--- config.mk ---
export PLATFORM = sky130hd
export DESIGN_NAME = combo_lock
export DESIGN_NICKNAME = d
export VERILOG_FILES = /design/src/rtl/combo_lock_pkg.sv /design/src/rtl/code_bank.sv /design/src/rtl/digit_select.sv /design/src/rtl/lock_ctrl.sv /design/src/rtl/combo_lock.sv
export SDC_FILE = /design/constraint.sdc
export NUM_CORES = 1
export LEC_CHECK = 0
export BUFFER_PORTS_ARGS = -buffer_cell sky130_fd_sc_hd__buf_2
export CAP_MARGIN = 20
export CORE_MARGIN = 3
export CORE_UTILIZATION = 45
export DETAILED_ROUTE_END_ITERATION = 7
export PLACE_DENSITY = 0.72
export SLEW_MARGIN = 20
export SYNTH_ARGS = -nofsm -noshare
export SYNTH_HDL_FRONTEND = slang
export SYNTH_SLANG_ARGS = --single-unit
--- constraint.sdc ---
create_clock -name clk -period 1.35 [get_ports clk]
set_input_delay 0.2025 -clock clk [delete_from_list [all_inputs] [get_ports clk]]
set_output_delay 0.2025 -clock clk [all_outputs]
set_load 0.01 [all_outputs]
--- src/rtl/combo_lock_pkg.sv ---
package combo_lock_pkg;
  localparam int unsigned DEF_DIGIT_W    = 4;
  localparam int unsigned DEF_NUM_DIGITS = 3;

  // Returns the state after an accepted digit: step the one-hot token up or clear it.
  function automatic logic [DEF_NUM_DIGITS:0] step_state(
    input logic [DEF_NUM_DIGITS:0] cur,
    input logic                    hit
  );
    step_state = hit ? (cur << 1) : '0;
  endfunction
endpackage

--- src/rtl/code_bank.sv ---
module code_bank #(
  parameter int unsigned DIGIT_W    = 4,
  parameter int unsigned NUM_DIGITS = 3,
  parameter logic [NUM_DIGITS*DIGIT_W-1:0] RESET_CODE = '0
) (
  input  logic                          clk,
  input  logic                          rst,
  input  logic [NUM_DIGITS-1:0]         load_en,
  input  logic [DIGIT_W-1:0]            wr_value,
  output logic [NUM_DIGITS*DIGIT_W-1:0] codes_flat
);
  for (genvar g = 0; g < NUM_DIGITS; g++) begin : g_reg
    logic [DIGIT_W-1:0] code_q;
    always_ff @(posedge clk) begin
      if (rst)
        code_q <= RESET_CODE[g*DIGIT_W +: DIGIT_W];
      else if (load_en[g])
        code_q <= wr_value;
    end
    assign codes_flat[g*DIGIT_W +: DIGIT_W] = code_q;
  end
endmodule

--- src/rtl/digit_select.sv ---
module digit_select #(
  parameter int unsigned DIGIT_W    = 4,
  parameter int unsigned NUM_DIGITS = 3
) (
  input  logic [NUM_DIGITS*DIGIT_W-1:0] codes_flat,
  input  logic [NUM_DIGITS-1:0]         sel,
  input  logic [DIGIT_W-1:0]            probe,
  output logic                          equal
);
  logic [DIGIT_W-1:0] picked;

  always_comb begin
    picked = '0;
    for (int i = 0; i < NUM_DIGITS; i++)
      picked |= {DIGIT_W{sel[i]}} & codes_flat[i*DIGIT_W +: DIGIT_W];
  end

  assign equal = (picked == probe);
endmodule

--- src/rtl/lock_ctrl.sv ---
module lock_ctrl
  import combo_lock_pkg::*;
#(
  parameter int unsigned NUM_DIGITS = DEF_NUM_DIGITS
) (
  input  logic                  clk,
  input  logic                  rst,
  input  logic                  accept,
  input  logic                  equal,
  output logic [NUM_DIGITS-1:0] sel,
  output logic                  is_open
);
  localparam int unsigned ST_W = NUM_DIGITS + 1;
  localparam logic [ST_W-1:0] ST_FIRST = ST_W'(1);

  logic [ST_W-1:0] st_q;
  logic            entering;

  assign entering = |st_q[NUM_DIGITS-1:0];

  always_ff @(posedge clk) begin
    if (rst)
      st_q <= ST_FIRST;
    else if (accept && entering)
      st_q <= step_state(st_q, equal);
  end

  assign sel     = st_q[NUM_DIGITS-1:0];
  assign is_open = st_q[NUM_DIGITS];
endmodule

--- src/rtl/combo_lock.sv ---
module combo_lock
  import combo_lock_pkg::*;
#(
  parameter int unsigned DIGIT_W    = DEF_DIGIT_W,
  parameter int unsigned NUM_DIGITS = DEF_NUM_DIGITS,
  parameter logic [NUM_DIGITS*DIGIT_W-1:0] RESET_CODE = {4'd2, 4'd4, 4'd3}
) (
  input  logic                  clk,
  input  logic                  rst,
  input  logic                  dig_valid,
  output logic                  dig_ready,
  input  logic [DIGIT_W-1:0]    dig_value,
  input  logic [NUM_DIGITS-1:0] load_en,
  output logic [NUM_DIGITS-1:0] sel,
  output logic                  is_open
);
  localparam int unsigned FLAT_W = NUM_DIGITS * DIGIT_W;

  logic [FLAT_W-1:0] codes_flat;
  logic              equal;
  logic              accept;

  assign dig_ready = ~|load_en;
  assign accept    = dig_valid & dig_ready;

  code_bank #(
    .DIGIT_W(DIGIT_W), .NUM_DIGITS(NUM_DIGITS), .RESET_CODE(RESET_CODE)
  ) u_bank (
    .clk(clk), .rst(rst), .load_en(load_en), .wr_value(dig_value),
    .codes_flat(codes_flat)
  );

  digit_select #(.DIGIT_W(DIGIT_W), .NUM_DIGITS(NUM_DIGITS)) u_sel (
    .codes_flat(codes_flat), .sel(sel), .probe(dig_value), .equal(equal)
  );

  lock_ctrl #(.NUM_DIGITS(NUM_DIGITS)) u_ctrl (
    .clk(clk), .rst(rst), .accept(accept), .equal(equal),
    .sel(sel), .is_open(is_open)
  );
endmodule

Word-level counts from Yosys, hierarchy flattened. Index checks and enable logic that the tools add are counted.

Memories: 0. Word-level logic and storage cells: 16. Input bits: 10. Output and inout port bits: 5. Latch bits: 0. RAM bits: 0. Bits in read-only memories: 0. Register bits: 16.

Muxes and demuxes: 1. Eq/ne operators: 1. Reduce and logical (&&, ||, !) cells: 4. Div/mod/pow operators: 0. Order comparisons: 0. Bitwise logic cells: 6. Shifts and indexed selects: 0. Add/subtract/negate cells: 0. Multiply operators: 0.

Operators by type and width (count): 4-bit bitwise AND (3); 4-bit bitwise OR (2); 3-bit OR reduction (2); 4-bit equality test (1); 4-bit two-way mux (1); 1-bit bitwise AND (1); 1-bit logical AND (1); 1-bit logical NOT (1).

Depth between registers and ports, before layout. Gate-level depths: netlist of run 1.

Depth in word-level cells: 5. Gate-level depth with buffers: 5. Gate-level depth less buffers: 4.

Modules after synthesis. Synthesis of run 1 repeated with hierarchy kept, for this count alone.

Cell total of the unflattened synthesis: 66. Area total of the unflattened synthesis: 681.9 µm².

By module, submodules not included: code_bank (cells each 39, seq. area each 240.2 µm², area an instance 427.9 µm², instances 1); lock_ctrl (cells each 16, seq. area each 80.1 µm², area an instance 152.6 µm², instances 1); digit_select (cells each 9, seq. area each 0.0 µm², area an instance 81.3 µm², instances 1); combo_lock (cells each 2, seq. area each 0.0 µm², area an instance 20.0 µm², instances 1).

Worst setup path after synthesis of run 1. Ideal clock, no wire load.

Kind: reg-to-reg. Start: reg u_ctrl.st_q[1]. End: reg u_ctrl.st_q[3]. Period minus slack after synthesis: 1.333 ns. Path slack: 0.017 ns. Library setup time: 0.084 ns. Path buffers: 0. Required time: 1.266 ns. Cell stages (with the launch flop): 5. Data arrival time: 1.248 ns. Path through: dfxtp_1 -> a222oi_1 -> xor2_1 -> nand4_1 -> o31ai_2.

Cells in the longest elaborated chain, start to end: 5. Elaborated cells between the ends (all ways): 7. Classes of those cells: eq/ne (1); mux (1); bitwise (3); reduce/logical (2).

Ends and longest elaborated chain: from (decl) (line lock_ctrl.sv:16) `logic [ST_W-1:0] st_q;`; from (signal assigned) (line lock_ctrl.sv:25) `st_q <= step_state(st_q, equal);`; 4-bit bitwise AND (line digit_select.sv:15) `picked |= {DIGIT_W{sel[i]}} & codes_flat[i*DIGIT_W +: DIGIT_W];`; 4-bit bitwise OR (2 in series) (line digit_select.sv:15); 4-bit equality test (line digit_select.sv:18) `assign equal = (picked == probe);`; 4-bit two-way mux (line combo_lock_pkg.sv:10) `step_state = hit ? (cur << 1) : '0;`.

Parallel ways exist; a longest one is shown, timed or not. A chain may end at the register's enable or synchronous reset.

Final worst setup path of run 1.
Start: reg u_ctrl.st_q[1]. End: reg u_ctrl.st_q[1].

Same word-level chain as after synthesis.

==> load_flow_metrics.sql, run 1 <==
INSERT INTO impl_metrics (metric_group, metric, value, unit) VALUES
('floorplan', 'design.core.area', '0.00137', 'mm²'),
('grt', 'global_route_wire_length_before_repair', '2550', 'µm'),
('timing', 'fin_crit_sh', '104', '%'),
('critical_path', 'critical_path_arrival', '1.59', 'ns'),
('placement', 'numPortBuffers', '14', ''),
('yosys', 'synth_simple_gate_area_share', '16.2', '%'),
('drt', 'routed_wire_length_per_instance', '15.0', 'µm'),
('grt', 'first_global_vias', '529', ''),
('power_and_ir_drop', 'ir_worst_vdd', '0.879', 'mV'),
('critical_path', 'cp-startpoint', 'u_ctrl.st_q[1]', ''),
('yosys', 'post_synth_inst_count', '67', ''),
('yosys', 'synthesis.area', '689', 'µm²'),
('clocking', 'postCtsHoldBufs', '0', ''),
('timing', 'setup_slack', '-0.0598', 'ns'),
('hold_path', 'hold_path.class', 'input port to flop', ''),
('grt', 'global_route_total_overflow', '0', ''),
('timing', 'grt_setup_unrepaired', 'true', ''),
('cells_and_area', 'final_nets', '97', ''),
('grt', 'antenna_violations_before_repair', '0', ''),
('critical_path', 'critical_path_class', 'flop to flop', ''),
('placement', 'postPlaceCellArea', '795', 'µm²'),
('clocking', 'cts_tree', 'built', ''),
('timing', 'clock.fmax', '709', 'MHz'),
('run_status', 'run_status', 'finished with violations', ''),
('placement', 'dpl.hpwl', '1070', 'µm'),
('drt', 'detail_route.iter0.violations', '29', ''),
('critical_path', 'critical_path_peak_fanout', '5', ''),
('critical_path', 'type_of_origin_of_the_critical_path', 'flop', ''),
('drt', 'detail_route.first_pass.iterations', '4', ''),
('floorplan', 'die-area', '0.00204', 'mm²'),
('cells_and_area', 'fin_util', '60.7', '%'),
('yosys', 'syn_avg_cell_area', '10.3', 'µm²'),
('critical_path', 'worst_ep_required_time', '1.53', 'ns'),
('floorplan', 'start_util', '50.5', '%'),
('critical_path', 'end_kind', 'flop', ''),
('yosys', 'synthDistinctLibCells', '22', ''),
('yosys', 'mappedNetlistNets', '77', ''),
('critical_path', 'timing.rr.start', 'u_ctrl.st_q[1]', ''),
('yosys', 'synth.mux.area_fraction', '11.6', '%'),
('grt', 'global_route.usage.total', '17.2', '%'),
('timing', 'min_period', '1.41', 'ns'),
('cells_and_area', 'final_cell_area', '830', 'µm²'),
('hold_path', 'hold_path.startpoint', 'dig_value[1]', ''),
('yosys', 'synth_top_family_by_area', 'compound AO/OA/AOI/OAI gates', ''),
('clocking', 'clkSinkCount', '16', ''),
('timing', 'timing.max_slew.rel_slack', '75.8', '%'),
('run_status', 'failed_checks', 'negative setup slack', ''),
('yosys', 'ys_seq_elements', '16', ''),
('grt', 'grt_max_degree', '19', ''),
('power_and_ir_drop', 'power', '0.860', 'mW'),
('yosys', 'post_synth_xor_xnor_area', '5.08', '%'),
('yosys', 'synth.yosys.warnings', '0', ''),
('clocking', 'cts-root-buf', 'clkbuf_4', ''),
('clocking', 'cts_made_buffers', '3', ''),
('yosys', 'yosysSeqAreaShare', '46.5', '%'),
('power_and_ir_drop', 'power.density_cell_area', '1040', 'mW/mm²'),
('clocking', 'clockBufferDepth', '2', ''),
('drt', 'detailroute.via_count', '563', ''),
('cells_and_area', 'post_route_cells_drive_above_1_share', '31.8', '%'),
('power_and_ir_drop', 'static-leakage-power', '0.372', 'nW'),
('placement', 'dp_worst_setup_slack', '-0.0954', 'ns'),
('timing', 'timing.final.hold_violations', '0', ''),
('cells_and_area', 'antenna_cells', '0', ''),
('floorplan', 'horiz_die_dim', '45.1', 'µm'),
('clocking', 'cts.reportedPaths.clkPinSlew', '0.09', 'ns'),
('floorplan', 'fp.dieH', '45.1', 'µm'),
('timing', 'worstMarginPinSlew', '0.363', 'ns'),
('drt', 'post_drt_via_cell_ratio', '5.63', ''),
('yosys', 'synth-compound-area-share', '17.1', '%'),
('drt', 'totalWireLength', '1500', 'µm'),
('floorplan', 'rows', '13', ''),
('floorplan', 'number_of_top_level_design_ports', '15', ''),
('run', 'maxCapViolations', '0', ''),
('cells_and_area', 'mostFrequentLayoutCells', '14 x buf_2, 14 x dfxtp_1, 8 x mux2i_1, 8 x nor2_1, 6 x buf_4', ''),
('drt', 'detail-route-antenna-nets', '0', ''),
('timing', 'timing.clock.skew', '0.0128', 'ns'),
('drt', 'route.detailed.drc', '0', ''),
('timing', 'finalMaxSlewViolations', '0', ''),
('timing', 'finalSetupViolations', '3', ''),
('placement', 'gpl.final_weighted_congestion', '0.822', ''),
('clocking', 'htree_num_levels', '1', ''),
('cells_and_area', 'syn_to_final_growth', '20.3', '%'),
('yosys', 'synth_fa_ha_area_share', '0', '%'),
('clocking', 'worstSkewPairLatency', '0.28', 'ns');
[state kept, by name, summed over array words and instances (netlist names)]
name and flops:
u_ctrl.st_q 4, u_bank.g.code_q 12
[cell usage after synthesis, drive strengths merged]
library cell | n | area share (%)
nand4 | 1 | 0.91
nor4b | 1 | 1.3
nand2 | 1 | 0.54
nand3b | 2 | 2.2
nor2 | 8 | 4.4
o31ai | 2 | 2.9
dfxtp | 16 | 46
nand2b | 1 | 0.91
a211o | 4 | 5.1
a222oi | 4 | 5.8
a21o | 1 | 1.1
o32ai | 1 | 1.3
inv | 1 | 0.54
mux2i | 8 | 12
xor2 | 4 | 5.1
nor2b | 4 | 3.6
o22ai | 1 | 0.91
nor3 | 1 | 1.5
clkbuf | 3 | 1.6
or3 | 1 | 0.91
buf | 2 | 1.5
[layer usage]
metal / part of all wire (%) / track usage (%) / up-vias / routed length (µm)
met3: 4.5 / 5.98 / 2 / 68
met1: 47 / 23.7 / 258 / 707
li1: - / - / 289 / -
met4: 0.73 / 3.51 / 0 / 11
met5: 0 / 0 / - / 0
met2: 48 / 26.0 / 14 / 713
[what timing repair did]
action | in CTS | in global routing
setup endpoints to repair | 3 | 3
pin swaps | 6 | 3
gates resized for setup | 3 | 0
buffers inserted | 1 | 0
hold endpoints to repair | 0 | 0
[stage by stage]
stage / instances / setup TNS (ns) / hold WS [ns]
after CTS: 100 / -0.0694 / 0.178
after global placement: 96 / -0.0289 / 0.465
after floorplan: 67 / 0 / 0.320
after detailed placement: 96 / -0.137 / 0.474
final: 100 / -0.107 / 0.183
after global routing: 100 / -0.551 / 0.176
[cell families (layout without fill, tap and decap cells)]
group / after synthesis / after routing
buffers and inverters: 6 / 24
muxes: 8 / 8
DFF: 16 / 16
and+or+nand+nor: 20 / 20
AOI/OAI and AO/OA: 13 / 13
xor gates and xnor gates: 4 / 4
[report_power, final]
group	internal, mW	total [mW]	switching [mW]
Combinational	0.0564	0.115	0.0589
Sequential	0.494	0.507	0.0134
Clock	0.103	0.238	0.134
[worst paths after layout]
kind / end / slack, ns / cells past startpoint
worst max-delay path: u_ctrl.st_q[1] / -0.06 / 4
worst min-delay path: u_bank.g_reg[0].code_q[1] / 0.18 / 2
worst max register to register: u_ctrl.st_q[1] / -0.06 / 4
worst min register to register: u_bank.g_reg[0].code_q[2] / 0.50 / 2
[worst max-delay path, stage by stage (launching register included)]
cell and delay [ns]:
dfxtp_4 0.38, a222oi_1 0.35, xor2_1 0.21, nand4_1 0.18, o32ai_1 0.18
[layout make-up]
cell class                 instances  area [µm²]
timing repair buffer              20         115
clock buffer                       3        22.5
sequential                        16         325
fill                             122         537
multi-input combinational         45         344
inverter                           1        3.75
tap                               15        18.8
(Power assumes the default switching activity.)
==> run 2, diff against run 1 <==
--- a/config.mk
+++ b/config.mk
@@ -10,7 +10,7 @@
 export CORE_MARGIN = 3
 export CORE_UTILIZATION = 45
 export DETAILED_ROUTE_END_ITERATION = 7
-export PLACE_DENSITY = 0.72
+export PLACE_DENSITY_LB_ADDON = 0.15
 export SLEW_MARGIN = 20
 export SYNTH_ARGS = -nofsm -noshare
 export SYNTH_HDL_FRONTEND = slang
==> run 2 against run 1 <==
Effect of this change:
- the run still ends with negative setup slack left
- clock power rose by 4%
- sequential share of layout area fell by 0.53 points
- clock skew fell by 0.011 ns
- register-to-register slack barely moved
- maximum frequency fell by 0.14%
- sequential power barely moved
- final area rose by 0.60%
- critical path type unchanged
- highest routed layer unchanged
==> load_flow_metrics.sql, run 2 (synthesis results as in run 1) <==
INSERT INTO impl_metrics (metric_group, metric, value, unit) VALUES
('run_status', 'run_status', 'finished with violations', ''),
('run_status', 'failed_checks', 'negative setup slack', ''),
('power_and_ir_drop', 'static-leakage-power', '0.374', 'nW'),
('drt', 'route.detailed.drc', '0', ''),
('drt', 'detail-route-antenna-nets', '0', ''),
('drt', 'routed_wire_length_per_instance', '14.7', 'µm'),
('critical_path', 'r2r_slack', '-0.06', 'ns'),
('cells_and_area', 'final_cell_area', '835', 'µm²'),
('clocking', 'postCtsHoldBufs', '0', ''),
('critical_path', 'critical_path_class', 'flop to flop', ''),
('timing', 'timing.final.hold_violations', '0', ''),
('power_and_ir_drop', 'power', '0.872', 'mW'),
('critical_path', 'timing.critical_path.buf_inv', '0', ''),
('timing', 'timing.hold.ws', '0.182', 'ns'),
('clocking', 'cts_tree', 'built', ''),
('cells_and_area', 'largestRegisters', 'u_bank.g.code_q (12), u_ctrl.st_q (4)', ''),
('floorplan', 'start_util', '50.5', '%'),
('grt', 'first_global_vias', '500', ''),
('timing', 'setup_slack', '-0.0618', 'ns'),
('run', 'maxCapViolations', '0', ''),
('cells_and_area', 'syn_to_final_growth', '21.1', '%'),
('critical_path', 'cpPeakStageDelay', '0.40', 'ns'),
('grt', 'global_route_total_overflow', '0', ''),
('timing', 'clock.fmax', '708', 'MHz'),
('timing', 'timing.clock.skew', '0.00183', 'ns'),
('clocking', 'cts_made_buffers', '3', ''),
('critical_path', 'end_kind', 'flop', ''),
('clocking', 'worstSkewPairLatency', '0.28', 'ns'),
('timing', 'grt_setup_unrepaired', 'true', ''),
('cells_and_area', 'top_register_by_number_of_flip_flops', 'u_bank.g.code_q', ''),
('floorplan', 'number_of_top_level_design_ports', '15', ''),
('cells_and_area', 'post_route_cells_drive_above_1_share', '32.6', '%'),
('cells_and_area', 'mostFrequentLayoutCells', '14 x buf_2, 14 x dfxtp_1, 8 x mux2i_1, 8 x nor2_1, 7 x buf_4', ''),
('clocking', 'clkSinkCount', '16', ''),
('drt', 'detail_route.iter0.violations', '29', ''),
('grt', 'global_route.usage.total', '15.7', '%'),
('clocking', 'cts-root-buf', 'clkbuf_4', ''),
('critical_path', 'critical_path_peak_fanout', '5', ''),
('drt', 'detail_route.first_pass.iterations', '5', ''),
('placement', 'dpl.hpwl', '1090', 'µm'),
('cells_and_area', 'largest_reg_flops', '12', ''),
('floorplan', 'design.core.area', '0.00137', 'mm²'),
('grt', 'antenna_violations_before_repair', '0', ''),
('placement', 'postPlaceCellArea', '810', 'µm²'),
('floorplan', 'horiz_die_dim', '45.1', 'µm'),
('timing', 'finalMaxSlewViolations', '0', ''),
('cells_and_area', 'fin_util', '61.1', '%'),
('placement', 'gpl.final_weighted_congestion', '0.810', ''),
('critical_path', 'worst_ep_required_time', '1.52', 'ns'),
('timing', 'min_period', '1.41', 'ns'),
('drt', 'post_drt_via_cell_ratio', '5.85', ''),
('hold_path', 'hold_path.class', 'input port to flop', ''),
('clocking', 'cts_setup_buffers', '0', ''),
('cells_and_area', 'fin_cells', '101', ''),
('drt', 'totalWireLength', '1490', 'µm'),
('cells_and_area', 'final_nets', '98', ''),
('timing', 'finalSetupViolations', '2', ''),
('placement', 'dpl.cell_count', '98', ''),
('cells_and_area', 'n_fill_cell', '122', ''),
('floorplan', 'die-area', '0.00204', 'mm²'),
('clocking', 'htree_num_levels', '1', ''),
('grt', 'global_route_wire_length_before_repair', '2290', 'µm'),
('critical_path', 'type_of_origin_of_the_critical_path', 'flop', ''),
('grt', 'grt_max_degree', '19', ''),
('critical_path', 'cpMaxStageDelayCell', 'a222oi_1', ''),
('critical_path', 'critical_path.cell_chain', 'a222oi_1 -> xor2_1 -> nand4_1 -> o32ai_1', ''),
('power_and_ir_drop', 'ir_worst_vdd', '0.542', 'mV'),
('cells_and_area', 'antenna_cells', '0', ''),
('floorplan', 'rows', '13', ''),
('power_and_ir_drop', 'power.density_cell_area', '1040', 'mW/mm²'),
('critical_path', 'crit_family', 'compound AO/OA/AOI/OAI gates', ''),
('drt', 'detailroute.via_count', '591', ''),
('critical_path', 'critical_path_arrival', '1.58', 'ns'),
('clocking', 'cts.reportedPaths.clkPinSlew', '0.09', 'ns'),
('timing', 'totalNegativeSetupSlack', '-0.115', 'ns'),
('timing', 'timing.max_slew.rel_slack', '74.9', '%'),
('clocking', 'clockBufferDepth', '2', ''),
('placement', 'dp_worst_setup_slack', '-0.0556', 'ns'),
('timing', 'worstMarginPinSlew', '0.376', 'ns'),
('floorplan', 'fp.dieH', '45.1', 'µm'),
('timing', 'fin_crit_sh', '105', '%'),
('placement', 'numPortBuffers', '14', '');
run 2: report_power, final:
group	switching, mW	internal, mW	total [mW]
logic	0.0579	0.0569	0.115
registers	0.0139	0.496	0.510
clock network	0.143	0.104	0.247
run 2: worst register-to-register path: cells and delay by family (launching register included):
| kind | cells | cell delay [ns] |
|---|---|---|
| flops | 1 | 0.37 |
| xor+xnor | 1 | 0.18 |
| compound gates | 2 | 0.60 |
| simple gates | 1 | 0.16 |
run 2: final timing paths:
path,start,to,cells after the start
min,dig_value[1],u_bank.g_reg[2].code_q[1],2
max reg2reg,u_ctrl.st_q[2],u_ctrl.st_q[1],4
min reg2reg,u_bank.g_reg[0].code_q[3],u_bank.g_reg[0].code_q[3],2
max,u_ctrl.st_q[2],u_ctrl.st_q[1],4
run 2: layer usage:
metal	GRT usage (%)	wire length [µm]
met1	22.4	750
met2	22.0	610
met3	2.79	92
met4	8.77	32
met5	0	0
run 2: repair_timing:
item | 4_1_cts | 5_1_grt
pin swaps | 3 | 1
resized for setup | 2 | 0
endpoints found under the setup margin | 2 | 3
gates cloned | 0 | 0
run 2: final cells by class:
cell class                      count  area [µm²]  area share, %
Timing Repair Buffer               21         123           14.7
Clock buffer                        3        22.5           2.70
Inverter                            1        3.75          0.450
Tap cell                           15        18.8           2.25
Sequential cell                    16         323           38.7
Multi-Input combinational cell     45         344           41.2
